<file path="src/rtl/tdm_dec_pkg.sv">
package tdm_dec_pkg;
  localparam int WORD_W      = 16;
  localparam int OWNED_SLOTS = 6;
  // control word bit positions (decoded by the far end, so fixed)
  localparam int CW_DAC2_OK  = 9;
  localparam int CW_DAC1_OK  = 8;
  localparam int CW_READ     = 7;
  localparam int CW_ADDR_W   = 5;

  typedef struct packed {
    logic [1:0]           dac_ok;
    logic                 rd;
    logic [CW_ADDR_W-1:0] addr;
  } ctl_t;
endpackage

</file>
<file path="src/rtl/frame_tracker.sv">
module frame_tracker #(
  parameter int FRAME_SLOTS = 32,
  localparam int SLOT_W = $clog2(FRAME_SLOTS)
) (
  input  logic              clk,
  input  logic              rst_n,
  input  logic              fsync_i,
  input  logic              sdata_i,
  input  logic [SLOT_W-1:0] base_i,
  output logic              done_o,
  output logic              owned_o,
  output logic [2:0]        rel_o,
  output logic [15:0]       word_o
);
  localparam logic [SLOT_W-1:0] LAST_SLOT = SLOT_W'(FRAME_SLOTS - 1);
  localparam logic [SLOT_W-1:0] ONE_SLOT  = SLOT_W'(1);

  logic [3:0]        bit_q, bit_d, cur_bit;
  logic [SLOT_W-1:0] slot_q, slot_d, cur_slot, rel;
  logic              act_q, act_d, live;
  logic [14:0]       sh_q, sh_d;

  always_comb begin
    live     = fsync_i | act_q;
    cur_bit  = fsync_i ? 4'd0 : bit_q;
    cur_slot = fsync_i ? '0 : slot_q;
    bit_d    = bit_q;
    slot_d   = slot_q;
    act_d    = act_q;
    sh_d     = sh_q;
    if (live) begin
      sh_d  = {sh_q[13:0], sdata_i};
      bit_d = cur_bit + 4'd1;
      act_d = 1'b1;
      slot_d = cur_slot;
      if (cur_bit == 4'hF) begin
        slot_d = cur_slot + ONE_SLOT;
        if (cur_slot == LAST_SLOT) act_d = 1'b0;
      end
    end
  end

  always_ff @(posedge clk or negedge rst_n) begin
    if (!rst_n) begin
      bit_q  <= '0;
      slot_q <= '0;
      act_q  <= 1'b0;
      sh_q   <= '0;
    end else begin
      bit_q  <= bit_d;
      slot_q <= slot_d;
      act_q  <= act_d;
      sh_q   <= sh_d;
    end
  end

  assign rel     = cur_slot - base_i;
  assign done_o  = live && (cur_bit == 4'hF);
  assign owned_o = (cur_slot >= base_i) && (rel < SLOT_W'(tdm_dec_pkg::OWNED_SLOTS));
  assign rel_o   = rel[2:0];
  assign word_o  = {sh_q, sdata_i};

  // words complete at most once every 16 clocks
  assert_word_spacing_R2: assert property (@(posedge clk) disable iff (!rst_n)
    done_o |=> !done_o);
endmodule

</file>
<file path="src/rtl/ctl_regfile.sv">
module ctl_regfile #(
  parameter int REG_COUNT = 32,
  localparam int ADDR_W = $clog2(REG_COUNT)
) (
  input  logic              clk,
  input  logic              rst_n,
  input  logic              txn_i,
  input  logic              rd_i,
  input  logic [ADDR_W-1:0] addr_i,
  input  logic [15:0]       wdata_i,
  output logic [15:0]       reply_o
);
  logic [15:0] mem_q [REG_COUNT];
  logic [15:0] mem_d [REG_COUNT];
  logic [15:0] reply_q, reply_d;

  always_comb begin
    mem_d   = mem_q;
    reply_d = reply_q;
    if (txn_i) begin
      reply_d = mem_q[addr_i];
      if (!rd_i) mem_d[addr_i] = wdata_i;
    end
  end

  always_ff @(posedge clk or negedge rst_n) begin
    if (!rst_n) begin
      reply_q <= '0;
      for (int i = 0; i < REG_COUNT; i++) mem_q[i] <= '0;
    end else if (txn_i) begin
      reply_q <= reply_d;
      mem_q   <= mem_d;
    end
  end

  assign reply_o = reply_q;

  assert_write_lands_R4: assert property (@(posedge clk) disable iff (!rst_n)
    (txn_i && !rd_i) |=> mem_q[$past(addr_i)] == $past(wdata_i));
  assert_read_keeps_R5: assert property (@(posedge clk) disable iff (!rst_n)
    (txn_i && rd_i) |=> mem_q[$past(addr_i)] == $past(mem_q[addr_i]));
  assert_reply_holds_R4: assert property (@(posedge clk) disable iff (!rst_n)
    !txn_i |=> $stable(reply_o));
endmodule

</file>
<file path="src/rtl/dac_pair_capture.sv">
module dac_pair_capture (
  input  logic        clk,
  input  logic        rst_n,
  input  logic        first_done_i,
  input  logic        second_done_i,
  input  logic [15:0] word_i,
  input  logic        valid_i,
  input  logic        req_i,
  input  logic        mono_i,
  input  logic        byte_i,
  output logic [15:0] left_o,
  output logic [15:0] right_o,
  output logic        stb_o
);
  logic [15:0] hold_q, hold_d, left_q, left_d, right_q, right_d;
  logic        stb_q, stb_d, take;

  function automatic logic [15:0] trim(input logic [15:0] v, input logic b8);
    return b8 ? {v[15:8], 8'h00} : v;
  endfunction

  always_comb begin
    take    = second_done_i && valid_i && req_i;
    hold_d  = first_done_i ? word_i : hold_q;
    left_d  = left_q;
    right_d = right_q;
    stb_d   = 1'b0;
    if (take) begin
      left_d  = trim(hold_q, byte_i);
      right_d = trim(mono_i ? hold_q : word_i, byte_i);
      stb_d   = 1'b1;
    end
  end

  always_ff @(posedge clk or negedge rst_n) begin
    if (!rst_n) begin
      hold_q  <= '0;
      left_q  <= '0;
      right_q <= '0;
      stb_q   <= 1'b0;
    end else begin
      hold_q  <= hold_d;
      left_q  <= left_d;
      right_q <= right_d;
      stb_q   <= stb_d;
    end
  end

  assign left_o  = left_q;
  assign right_o = right_q;
  assign stb_o   = stb_q;

  assert_stb_single_R6: assert property (@(posedge clk) disable iff (!rst_n)
    stb_o |=> !stb_o);
  assert_mono_equal_R7: assert property (@(posedge clk) disable iff (!rst_n)
    (stb_o && $past(mono_i)) |-> left_o == right_o);
  assert_no_stb_invalid_R8: assert property (@(posedge clk) disable iff (!rst_n)
    stb_o |-> $past(valid_i));
  assert_no_stb_unreq_R9: assert property (@(posedge clk) disable iff (!rst_n)
    stb_o |-> $past(req_i));
  assert_byte_low_zero_R10: assert property (@(posedge clk) disable iff (!rst_n)
    (stb_o && $past(byte_i)) |-> (left_o[7:0] == 8'h00 && right_o[7:0] == 8'h00));
  assert_quiet_hold_R8: assert property (@(posedge clk) disable iff (!rst_n)
    !stb_o |-> ($stable(left_o) && $stable(right_o)));
endmodule

</file>
<file path="src/rtl/tdm_frame_decoder.sv">
module tdm_frame_decoder #(
  parameter int FRAME_SLOTS = 32,
  parameter int REG_COUNT   = 32,
  localparam int SLOT_W = $clog2(FRAME_SLOTS),
  localparam int ADDR_W = $clog2(REG_COUNT)
) (
  input  logic              clk,
  input  logic              rst_n,
  input  logic              fsync_i,
  input  logic              sdata_i,
  input  logic [SLOT_W-1:0] own_base_i,
  input  logic [1:0]        dac_req_i,
  input  logic [1:0]        dac_mono_i,
  input  logic [1:0]        dac_byte_i,
  output logic [15:0]       reply_o,
  output logic [15:0]       dac1_left_o,
  output logic [15:0]       dac1_right_o,
  output logic [15:0]       dac2_left_o,
  output logic [15:0]       dac2_right_o,
  output logic [1:0]        dac_stb_o
);
  import tdm_dec_pkg::*;

  logic        done, owned;
  logic [2:0]  rel;
  logic [15:0] word;
  logic [OWNED_SLOTS-1:0] slot_done;
  ctl_t        ctl_q, ctl_d;
  logic [1:0]  req_q, req_d;
  logic [1:0][15:0] left, right;

  frame_tracker #(.FRAME_SLOTS(FRAME_SLOTS)) u_track (
    .clk(clk), .rst_n(rst_n), .fsync_i(fsync_i), .sdata_i(sdata_i),
    .base_i(own_base_i), .done_o(done), .owned_o(owned), .rel_o(rel),
    .word_o(word));

  always_comb begin
    for (int k = 0; k < OWNED_SLOTS; k++)
      slot_done[k] = done && owned && (rel == 3'(k));
    ctl_d = ctl_q;
    if (slot_done[0]) begin
      ctl_d.dac_ok = {word[CW_DAC2_OK], word[CW_DAC1_OK]};
      ctl_d.rd     = word[CW_READ];
      ctl_d.addr   = word[CW_ADDR_W-1:0];
    end
    req_d = fsync_i ? dac_req_i : req_q;
  end

  always_ff @(posedge clk or negedge rst_n) begin
    if (!rst_n) begin
      ctl_q <= '0;
      req_q <= '0;
    end else begin
      ctl_q <= ctl_d;
      req_q <= req_d;
    end
  end

  ctl_regfile #(.REG_COUNT(REG_COUNT)) u_regs (
    .clk(clk), .rst_n(rst_n), .txn_i(slot_done[1]), .rd_i(ctl_q.rd),
    .addr_i(ctl_q.addr[ADDR_W-1:0]), .wdata_i(word), .reply_o(reply_o));

  for (genvar g = 0; g < 2; g++) begin : g_dac
    dac_pair_capture u_cap (
      .clk(clk), .rst_n(rst_n),
      .first_done_i(slot_done[2 + 2*g]), .second_done_i(slot_done[3 + 2*g]),
      .word_i(word), .valid_i(ctl_q.dac_ok[g]), .req_i(req_q[g]),
      .mono_i(dac_mono_i[g]), .byte_i(dac_byte_i[g]),
      .left_o(left[g]), .right_o(right[g]), .stb_o(dac_stb_o[g]));
  end

  assign dac1_left_o  = left[0];
  assign dac1_right_o = right[0];
  assign dac2_left_o  = left[1];
  assign dac2_right_o = right[1];

  // register access happens only in the slot after the control word
  assert_one_access_R3: assert property (@(posedge clk) disable iff (!rst_n)
    slot_done[1] |-> !slot_done[0]);
  assert_stb_after_ctl_R6: assert property (@(posedge clk) disable iff (!rst_n)
    (dac_stb_o != 2'b00) |-> $past(done && owned));
endmodule

</file>
<file path="config.mk">
export PLATFORM = sky130hd
export DESIGN_NAME = tdm_frame_decoder
export DESIGN_NICKNAME = d
export VERILOG_FILES = /design/src/rtl/tdm_dec_pkg.sv /design/src/rtl/frame_tracker.sv /design/src/rtl/ctl_regfile.sv /design/src/rtl/dac_pair_capture.sv /design/src/rtl/tdm_frame_decoder.sv
export SDC_FILE = /design/constraint.sdc
export NUM_CORES = 1
export LEC_CHECK = 0
export ABC_AREA = 1
export BUFFER_PORTS_ARGS = -buffer_cell sky130_fd_sc_hd__buf_2
export CAP_MARGIN = 20
export CORE_MARGIN = 2
export CORE_UTILIZATION = 35
export CTS_CLUSTER_SIZE = 30
export DETAILED_ROUTE_END_ITERATION = 8
export GPL_TIMING_DRIVEN = 0
export PLACE_DENSITY_LB_ADDON = 0.3
export SLEW_MARGIN = 15
export SYNTH_ARGS = -nofsm -noshare
export SYNTH_HDL_FRONTEND = slang
export SYNTH_HIERARCHICAL = 1
export SYNTH_SLANG_ARGS = --single-unit
export TNS_END_PERCENT = 50
</file>
<file path="constraint.sdc">
create_clock -name clk -period 4.5 [get_ports clk]
set_input_delay 0.225 -clock clk [delete_from_list [all_inputs] [get_ports clk]]
set_output_delay 0.225 -clock clk [all_outputs]
set_load 0.005 [all_outputs]
</file>
==> results of run 1 <==
-- metal layers --
layer	vias up	global-route usage, %	part of all wire, %
met2	1005	35.5	44
met3	192	3.41	7.5
met4	2	9.21	3.9
met1	13100	34.4	45
li1	12700	-	-
met5	-	0	0.0067
-- cell families (layout without fill, tap and decap cells) --
kind of cell               after synthesis  after routing  synth area share, %
and+or+nand+nor                       2273           2273                 29.5
DFF                                    661            661                 54.6
AOI/OAI and AO/OA                      610            610                 10.1
buffers and inverters                  401            659                 5.26
adders and majority gates                8              8                0.355
xor gates and xnor gates                 5              5                0.145
other                                    0              1                    0
-- flip-flops by register name, indices dropped and copies added, names as in the netlist --
signal / count
req_q: 2
u_track/bit_q: 4
u_track/act_q: 1
ctl_q: 8
g_dac.u_cap/right_o: 32
u_regs/reply_o: 16
u_track/slot_q: 5
g_dac.u_cap/stb_o: 2
u_track/sh_q: 15
g_dac.u_cap/left_o: 32
u_regs/mem_q: 512
g_dac.u_cap/hold_q: 32
-- cells in the mapped netlist, types with 3 or more instances --
cell type	number	area share, %
a21oi_1	23	0.38
buf_1	8	0.099
buf_2	49	0.81
clkbuf_1	206	2.6
clkinv_1	3	0.037
dfrtp_1	661	55
ha_1	7	0.29
inv_1	124	1.5
inv_2	6	0.074
nand2_1	2096	26
nand2_2	5	0.10
nand2_4	5	0.19
nand3_1	62	1.0
nand3_2	3	0.099
nor2_1	57	0.71
nor2_2	3	0.062
nor2_8	4	0.26
nor3_1	9	0.15
nor3_4	3	0.16
o21ai_0	524	8.7
o21ai_1	60	0.99
or2_2	17	0.35
xnor2_1	3	0.087
-- timing repair --
item	4_1_cts	5_1_grt
resized for setup	2	0
setup buffers	7	3
pin swaps	3	2
setup endpoints to repair	512	387
hold buffers	12	0
hold endpoints to repair	79	0
-- cells in the final DEF (no fill, tap or decap), drive strengths merged --
| cell | instances |
|---|---|
| fa | 1 |
| clkbuf | 317 |
| nor3 | 12 |
| nand4 | 2 |
| a21oi | 23 |
| o21ai | 584 |
| ha | 7 |
| o31ai | 1 |
| nand3 | 67 |
| buf | 174 |
| nand2 | 2106 |
| dfrtp | 661 |
| dlygate4sd3 | 12 |
| clkinvlp | 2 |
| nor2 | 66 |
| xnor2 | 3 |
| inv | 133 |
| o21a | 1 |
| or2 | 17 |
| diode | 1 |
| nor4 | 2 |
| bufinv | 3 |
| xor2 | 2 |
| nand3b | 1 |
| clkinv | 18 |
| o22ai | 1 |
-- area by class of cell --
cell class                      count  area, sq um
Multi-Input combinational cell   2896        12100
Antenna cell                        1         2.50
Tap cell                         1144         1430
Clock buffer                      111         2210
Buffer                            267         1090
Fill cell                        9013        50300
Inverter                          134          505
Timing Repair Buffer              125          903
Sequential cell                   661        16500
Clock inverter                     22          309
-- power breakdown --
part	internal (mW)	leakage, nW	total (mW)	switching [mW]
sequential	5.96	9.11	5.98	0.0236
combinational	0.0640	7.79	0.379	0.315
clock	3.62	1.23	6.21	2.59
total	9.64	18.1	12.6	2.93
-- through the flow --
step	hold WS, ns	utilization [%]	TNS (ns)	total power, mW
global placement	0.452	37.7	-7883.54	6.44
finish	0.113	41.1	0	12.6
floorplan	-0.0706	-	0	6.18
global route	0.145	41.1	0	13.0
detailed placement	0.221	37.9	-415.73	6.46
CTS	0.0726	41.1	0	12.7
-- critical path: cells and delay by family (launching register included) --
family / cells / cell delay (ns)
xor gates and xnor gates: 1 / 0.30
buffers and inverters: 3 / 0.68
DFF: 1 / 0.39
AOI/OAI and AO/OA: 1 / 0.12
adders and majority gates: 2 / 0.69
and+or+nand+nor: 10 / 1.86
-- worst min-delay path by stage --
stage | startpoint | to | slack (ns) | cells after the start
2_1_floorplan | rst_n | ctl_q[0]$_DFFE_PN0P_ | -0.07 | 0
3_3_place_gp | sdata_i | u_track/sh_q[0]$_DFFE_PN0N_ | 0.45 | 3
3_5_place_dp | rst_n | g_dac[0].u_cap/left_o[4]$_DFFE_PN0P_ | 0.22 | 1
4_1_cts | fsync_i | u_track/bit_q[3]$_DFFE_PN0N_ | 0.07 | 4
5_1_grt | fsync_i | u_track/bit_q[3]$_DFFE_PN0N_ | 0.14 | 4
6_report | fsync_i | u_track/bit_q[3]$_DFFE_PN0N_ | 0.11 | 4
==> impl_metrics.py, run 1 <==
metrics = {
    "setup_path": {
        "path_common_cell": "nand2_1",
        "worstSetupPathType": "register to register",
        "arrival_ns": 4.68,
        "path_max_fanout": 10,
        "slowest_delay_ns": 0.44,
        "path_cells": "nand2_1 > ha_1 > fa_1 > xnor2_1 > nand2_1 > nand3_1 > nor2_2 > nand3_1 > nor2_4 > inv_2 > or2_2 > nor3_4 > buf_4 > nand2_1 > clkbuf_1 > nand2_1 > o21ai_0",
        "crit_end": "u_regs/mem_q[122]$_DFFE_PN0P_",
        "startpoint": "u_track/slot_q[0]$_DFFE_PN0N_",
        "ff2ff_setup_slack_ns": 0.29,
        "reg2reg_from": "u_track/slot_q[0]$_DFFE_PN0N_",
        "cp-end-kind": "register",
        "crit_path_top_delay_cell": "fa_1",
        "start_kind": "register",
        "r2r_cells": 17,
        "r2r_end": "u_regs/mem_q[122]$_DFFE_PN0P_",
        "critPathRequiredTime_ns": 4.97,
    },
    "timing": {
        "worst_pin_slew_ns": 1.13,
        "max_freq_mhz": 237,
        "slew_headroom_pct": 24.7,
        "rsz0062_at_grt": "no",
        "finalClockSkew_ns": 0.0421,
        "finalMaxSlewViolations": 0,
        "setup_ws_ns": 0.288,
        "period_needed_ns": 4.21,
        "setup_viol": 0,
        "hold_viol": 0,
        "finalCritPeriodShare_pct": 93.6,
    },
    "clocking": {
        "cts_buffers": 76,
        "ctsLongestPathBuffers": 3,
        "clkSlewWorstSetupHoldPaths_ns": 0.06,
        "cts-root-buf": "clkbuf_16",
        "clock_sinks": 661,
        "clk_latency_ns": 0.65,
        "cts_tree": "built",
        "htreeDepth": 3,
    },
    "drt": {
        "initialDrtViolationCount": 2968,
        "viasPerCell": 5.05,
        "ant_nets": 0,
        "dr_total_vias": 27100,
        "routedWlPerCell_microns": 19.6,
        "routed_wl_mm": 105,
        "first_pass_iters": 6,
        "remaining_drc_errors": 0,
    },
    "run_status": {
        "status": "complete, no violations",
    },
    "placed_design": {
        "port_buffers": 96,
        "gp_congestion": 1.02,
        "dp_slack_ns": -1.02,
        "place_area_sq_um": 32400,
        "numPlacedInstances": 5205,
        "dp_hpwl_mm": 74.0,
    },
    "flow_run": {
        "maxCapViolCount": 0,
    },
    "synth": {
        "yosysWarnings": 6,
        "syn_area_per_cell_sq_um": 7.65,
        "synth-seq-cells": 661,
        "synthCells": 3958,
        "ys_seq_area_share_pct": 54.6,
        "synth-async-reset-ratio_pct": 100,
        "synth-main-ff-cell": "dfrtp_1",
        "syn_nets": 3981,
        "ys_types": 38,
        "netlist_area_sq_um": 30300,
        "synth-edff-count": 0,
    },
    "global_routing": {
        "grt_pass1_wl_mm": 161,
        "track_usage_pct": 23.6,
        "grt_pass1_vias": 25700,
        "grt_max_degree": 98,
        "grt_overflow": 0,
        "antenna_found_initial": 3,
    },
    "finish": {
        "layout-drive-gt1-share_pct": 7.99,
        "stdcell_count": 5361,
        "area_growth_pct": 16.1,
        "nets": 4184,
        "design_area_sq_um": 35100,
    },
    "die": {
        "initial_utilization_pct": 35.4,
        "ios": 97,
        "fp.dieArea_sq_um": 88800,
        "die_h_microns": 298,
        "coreArea_sq_um": 85400,
        "die-width_microns": 298,
        "rows": 107,
    },
    "power_and_ir_drop": {
        "ir_worst_vdd_mv": 0.237,
        "leakagePower_nw": 18.1,
        "power.density_nw_per_um2": 358,
    },
    "hold_path": {
        "hp-class": "input port to register",
    },
}
(Power assumes the default switching activity.)
==> inputs of run 2 (changes only) <==
--- a/config.mk
+++ b/config.mk
@@ -14,6 +14,7 @@
 export DETAILED_ROUTE_END_ITERATION = 8
 export GPL_TIMING_DRIVEN = 0
 export PLACE_DENSITY_LB_ADDON = 0.3
+export SETUP_SLACK_MARGIN = 0.5
 export SLEW_MARGIN = 15
 export SYNTH_ARGS = -nofsm -noshare
 export SYNTH_HDL_FRONTEND = slang
==> run 2 against run 1 <==
  * Critical path depth shrank 1
  * Utilization grew 0.12 points
  * Highest routed layer unchanged
  * First-iteration DRC count shrank 1.4%
==> impl_metrics.py, run 2 (same netlist as run 1, synthesis figures left out) <==
metrics = {
    "setup_path": {
        "cp_top_family": "simple AND/OR/NAND/NOR gates",
        "ff2ff_setup_slack_ns": 0.77,
        "slowest_delay_ns": 0.53,
        "startpoint": "u_track/slot_q[0]$_DFFE_PN0N_",
        "reg2reg_from": "u_track/slot_q[0]$_DFFE_PN0N_",
        "r2r_end": "u_regs/mem_q[250]$_DFFE_PN0P_",
        "arrival_ns": 4.25,
        "crit_end": "u_regs/mem_q[250]$_DFFE_PN0P_",
        "worstSetupPathType": "register to register",
        "crit_buf_inv": 4,
        "path_common_cell": "nand2_1",
        "r2r_cells": 16,
        "path_max_fanout": 10,
        "crit_path_top_delay_cell": "fa_2",
        "start_kind": "register",
        "critPathRequiredTime_ns": 5.02,
        "cp-end-kind": "register",
        "path_cells": "nand2_2 > ha_1 > fa_2 > inv_1 > nand2_1 > nand3_1 > nor2_2 > nand3_2 > nor2_4 > inv_2 > or2_4 > nor3_4 > buf_4 > nand2_1 > clkbuf_1 > o21ai_0",
        "path_depth": 16,
    },
    "clocking": {
        "htreeDepth": 3,
        "clock_sinks": 661,
        "clkSlewWorstSetupHoldPaths_ns": 0.06,
        "cts_buffers": 76,
        "ctsLongestPathBuffers": 3,
        "clk_latency_ns": 0.65,
        "cts_tree": "built",
        "cts-root-buf": "clkbuf_16",
    },
    "timing": {
        "worst_pin_slew_ns": 1.20,
        "rsz0062_at_grt": "no",
        "period_needed_ns": 3.73,
        "setup_viol": 0,
        "hold_viol": 0,
        "finalCritPeriodShare_pct": 82.9,
        "finalMaxSlewViolations": 0,
        "finalClockSkew_ns": 0.0427,
        "slew_headroom_pct": 20.1,
        "max_freq_mhz": 268,
    },
    "placed_design": {
        "numPlacedInstances": 5205,
        "gp_congestion": 1.02,
        "port_buffers": 96,
        "dp_hpwl_mm": 74.0,
    },
    "die": {
        "fp.dieArea_sq_um": 88800,
        "die-width_microns": 298,
        "ios": 97,
        "die_h_microns": 298,
        "rows": 107,
        "coreArea_sq_um": 85400,
        "initial_utilization_pct": 35.4,
    },
    "finish": {
        "top_register": "u_regs/mem_q",
        "nets": 4184,
        "nFillCells": 9006,
        "area_growth_pct": 16.4,
        "largest_reg_flops": 512,
        "layout-drive-gt1-share_pct": 8.80,
        "stdcell_count": 5361,
        "final_cell_mix": "nand2_1 (2,095), dfrtp_1 (661), o21ai_0 (523)",
        "final_common_cell": "nand2_1",
        "finalCoreUtilization_pct": 41.3,
    },
    "global_routing": {
        "grt_pass1_wl_mm": 161,
        "track_usage_pct": 23.7,
        "grt_overflow": 0,
        "antenna_found_initial": 2,
        "grt_max_degree": 98,
        "grt_pass1_vias": 25800,
    },
    "power_and_ir_drop": {
        "ir_worst_vdd_mv": 0.241,
        "power.density_nw_per_um2": 357,
        "leakagePower_nw": 18.2,
    },
    "hold_path": {
        "hp-class": "input port to register",
    },
    "flow_run": {
        "maxCapViolCount": 0,
    },
    "drt": {
        "first_pass_iters": 6,
        "ant_nets": 0,
        "remaining_drc_errors": 0,
        "viasPerCell": 5.04,
        "routed_wl_mm": 105,
        "initialDrtViolationCount": 2925,
        "dr_total_vias": 27000,
        "routedWlPerCell_microns": 19.6,
    },
    "run_status": {
        "status": "complete, no violations",
    },
}
[run 2: cell count changes in the layout (fill, tap and decap cells not counted), moves of 2 or more]
| cell | before | now |
|---|---|---|
| clkbuf_2 | 0 | 20 |
| clkbuf_1 | 223 | 192 |
| buf_2 | 144 | 146 |
| clkbuf_4 | 0 | 7 |
[run 2: how the worst min path moves through the flow]
stage | start | endpoint | cells after the start
6_report | fsync_i | u_track/bit_q[3]$_DFFE_PN0N_ | 4
5_1_grt | fsync_i | u_track/bit_q[3]$_DFFE_PN0N_ | 4
4_1_cts | fsync_i | u_track/bit_q[3]$_DFFE_PN0N_ | 4
3_5_place_dp | rst_n | g_dac[0].u_cap/left_o[4]$_DFFE_PN0P_ | 1
3_3_place_gp | sdata_i | u_track/sh_q[0]$_DFFE_PN0N_ | 3
2_1_floorplan | rst_n | ctl_q[0]$_DFFE_PN0P_ | 0
[run 2: area by class of cell]
type	count	area, sq um	share of cell area (%)
antenna	1	2.50	0.00710
buffer	267	1140	3.25
clock buffer	111	2210	6.28
clock inverter	22	309	0.877
inverter	134	505	1.43
multi-input combinational	2896	12200	34.6
sequential	661	16500	46.9
tap	1144	1430	4.06
timing repair buffer	125	916	2.60
[run 2: metrics by stage]
| stage | TNS (ns) | power, mW | cell area, sq um | hold WS, ns | setup WS (ns) |
|---|---|---|---|---|---|
| 6_report | 0 | 12.6 | 35200 | 0.115 | 0.767 |
| 4_1_cts | 0 | 12.7 | 35200 | 0.0726 | 0.552 |
| 3_3_place_gp | -7883.54 | 6.44 | 32200 | 0.452 | -11.41 |
| 5_1_grt | 0 | 13.0 | 35200 | 0.147 | 0.539 |
| 2_1_floorplan | 0 | 6.18 | 30300 | -0.0706 | 1.06 |
| 3_5_place_dp | -415.73 | 6.46 | 32400 | 0.221 | -1.02 |
[run 2: routing by layer]
layer / GRT usage (%) / share of wire, % / wire [microns] / vias up
met5: 0 / 0.0067 / 7 / -
met1: 34.3 / 44 / 46700 / 13100
met2: 35.5 / 44 / 45900 / 1022
met4: 9.33 / 3.9 / 4100 / 2
li1: - / - / - / 12700
met3: 3.62 / 8.0 / 8420 / 183
[run 2: power by group]
group | switching (mW) | internal (mW)
clock | 2.60 | 3.62
combinational | 0.317 | 0.0659
sequential | 0.0238 | 5.96
total | 2.94 | 9.64
[run 2: what timing repair did]
item                                    4_1_cts  5_1_grt
endpoints found under the setup margin      522      475
hold buffers                                 12        0
endpoints found under the hold margin        79        0
gates resized for setup                      30       33
pin swaps                                     5        1
buffers inserted                             10        0
[run 2: worst min-delay path, delay by kind of cell]
kind / cells / cell delay (ns)
simple gates: 1 / 0.09
xor+xnor: 1 / 0.07
buf+inv: 2 / 0.33
==> inputs of run 3 (changes only) <==
==> constraint.sdc (replaced) <==
create_clock -name clk -period 3.3 [get_ports clk]
set_input_delay 0.165 -clock clk [delete_from_list [all_inputs] [get_ports clk]]
set_output_delay 0.165 -clock clk [all_outputs]
set_load 0.005 [all_outputs]
==> run 3 against run 2 <==
  * Clock skew decreased by 0.010 ns
  * Non-clock buffer count up 97
  * The run now ends with setup timing left
  * Utilization increased by 4.2 points
  * Total power increased by 35%
  * Final area is 10% higher
  * First-iteration DRC count increased by 16%
  * Sequential power rose by 36%
  * Final cell count up 1.8%
  * Critical path type unchanged
==> impl_metrics.py, run 3 (same netlist as run 1, synthesis figures left out) <==
metrics = {
    "run_status": {
        "status": "finished with violations",
        "violations": "setup timing",
    },
    "drt": {
        "ant_nets": 0,
        "viasPerCell": 5.17,
        "routedWlPerCell_microns": 20.5,
        "dr_total_vias": 28200,
        "routed_wl_mm": 112,
        "first_pass_iters": 6,
        "remaining_drc_errors": 0,
        "initialDrtViolationCount": 3380,
    },
    "finish": {
        "final_common_cell": "nand2_1",
        "diodes": 0,
        "stdcell_count": 5457,
        "top_register": "u_regs/mem_q",
        "final_cell_mix": "nand2_1 (1,887), dfrtp_1 (661), o21ai_0 (289)",
        "seqCellArea_sq_um": 16500,
        "largest_reg_flops": 512,
        "nets": 4280,
        "layout-drive-gt1-share_pct": 18.7,
        "finalCoreUtilization_pct": 45.4,
        "design_area_sq_um": 38800,
        "area_growth_pct": 28.2,
        "multi_input_area_sq_um": 13600,
        "nFillCells": 8519,
    },
    "timing": {
        "max_freq_mhz": 291,
        "setup_ws_ns": -0.135,
        "timing.setup.tns_ns": -10.53,
        "hold_viol": 0,
        "setup_viol": 310,
        "period_needed_ns": 3.44,
        "worst_pin_slew_ns": 1.30,
        "hold_ws_ns": 0.0451,
        "finalCritPeriodShare_pct": 104,
        "slew_headroom_pct": 13.6,
        "finalClockSkew_ns": 0.0323,
        "finalMaxSlewViolations": 0,
        "rsz0062_at_grt": "yes",
    },
    "power_and_ir_drop": {
        "leakagePower_nw": 19.7,
        "p_int_mw": 12.9,
        "power.density_nw_per_um2": 436,
        "switchingPower_mw": 4.06,
        "seq_power_share_pct": 48.1,
        "finalPower_mw": 16.9,
        "swShare_pct": 24.0,
        "ir_worst_vdd_mv": 0.389,
        "clkPwrFrac_pct": 48.6,
        "p_comb_share_pct": 3.3,
    },
    "die": {
        "initial_utilization_pct": 35.4,
        "ios": 97,
        "die-width_microns": 298,
        "coreArea_sq_um": 85400,
        "rows": 107,
        "die_h_microns": 298,
        "fp.dieArea_sq_um": 88800,
    },
    "setup_path": {
        "worstSetupPathType": "register to register",
        "path_max_fanout": 7,
        "arrival_ns": 3.97,
        "cp-end-kind": "register",
        "start_kind": "register",
        "critPathRequiredTime_ns": 3.84,
    },
    "placed_design": {
        "place_area_sq_um": 32600,
        "dp_hpwl_mm": 73.7,
        "gp_congestion": 0.962,
        "dp_slack_ns": -1.19,
        "numPlacedInstances": 5205,
        "port_buffers": 96,
    },
    "clocking": {
        "clock_sinks": 661,
        "cts_tree": "built",
        "cts_buffers": 75,
        "htreeDepth": 3,
        "ctsLongestPathBuffers": 3,
        "clk_latency_ns": 0.65,
        "clkSlewWorstSetupHoldPaths_ns": 0.06,
        "cts-root-buf": "clkbuf_16",
    },
    "global_routing": {
        "antenna_found_initial": 1,
        "grt_pass1_wl_mm": 164,
        "grt_max_degree": 103,
        "track_usage_pct": 24.1,
        "grt_pass1_vias": 26400,
        "grt_overflow": 0,
    },
    "hold_path": {
        "hp-class": "input port to register",
    },
    "flow_run": {
        "maxCapViolCount": 0,
    },
}
[run 3: critical path, stage by stage, from the launching register on]
cell,delay (ns)
dfrtp_1,0.36
nand2_2,0.08
ha_4,0.17
fa_2,0.40
inv_2,0.08
nand3_2,0.08
nand2_1,0.06
nand2_1,0.04
nand2_1,0.07
nand2_1,0.06
nor2_2,0.15
nand3_2,0.11
nor2_4,0.25
inv_4,0.05
or2_4,0.30
nor3_4,0.19
buf_12,0.17
buf_8,0.13
nand2_4,0.11
clkbuf_16,0.24
o21ai_0,0.21
[run 3: final timing paths]
path	start	to	slack (ns)	depth (start not counted)
min reg2reg	g_dac[1].u_cap/right_o[9]$_DFFE_PN0P_	g_dac[1].u_cap/right_o[9]$_DFFE_PN0P_	0.47	2
min in group asynchronous	rst_n	req_q[0]$_DFFE_PN0P_	0.07	2
min	fsync_i	u_track/bit_q[3]$_DFFE_PN0N_	0.05	4
max in group asynchronous	rst_n	u_regs/mem_q[278]$_DFFE_PN0P_	1.00	6
max reg2reg	u_track/slot_q[0]$_DFFE_PN0N_	u_regs/mem_q[495]$_DFFE_PN0P_	-0.14	20
max	u_track/slot_q[0]$_DFFE_PN0N_	u_regs/mem_q[495]$_DFFE_PN0P_	-0.14	20
[run 3: layout make-up]
| cell class | instances | area share, % |
|---|---|---|
| Buffer | 267 | 5.07 |
| Clock inverter | 21 | 0.661 |
| Inverter | 134 | 1.31 |
| Timing Repair Buffer | 222 | 6.00 |
| Multi-Input combinational cell | 2896 | 35.1 |
| Sequential cell | 661 | 42.6 |
| Tap cell | 1144 | 3.69 |
| Clock buffer | 112 | 5.56 |
[run 3: per-layer routing]
| metal | vias up | track usage, % | wire length [microns] |
|---|---|---|---|
| met2 | 1315 | 35.7 | 48500 |
| met5 | - | 0 | 0 |
| li1 | 13000 | - | - |
| met1 | 13700 | 34.3 | 48700 |
| met3 | 259 | 4.94 | 9960 |
| met4 | 0 | 10.1 | 4840 |
[run 3: repair_timing]
item,4_1_cts,5_1_grt
gates resized for setup,200,781
endpoints found under the setup margin,589,595
setup buffers,21,28
cloned,20,38
hold endpoints to repair,251,0
pin swaps,10,3
hold buffers,12,0
[run 3: power by group through the flow]
stage          Combinational, mW  Sequential, mW  Clock, mW
2_1_floorplan              0.154            8.29          0
3_3_place_gp               0.494            8.31          0
3_5_place_dp               0.524            8.30          0
4_1_cts                    0.538            8.15       8.36
5_1_grt                    0.606            8.15       8.70
6_report                   0.555            8.15       8.23
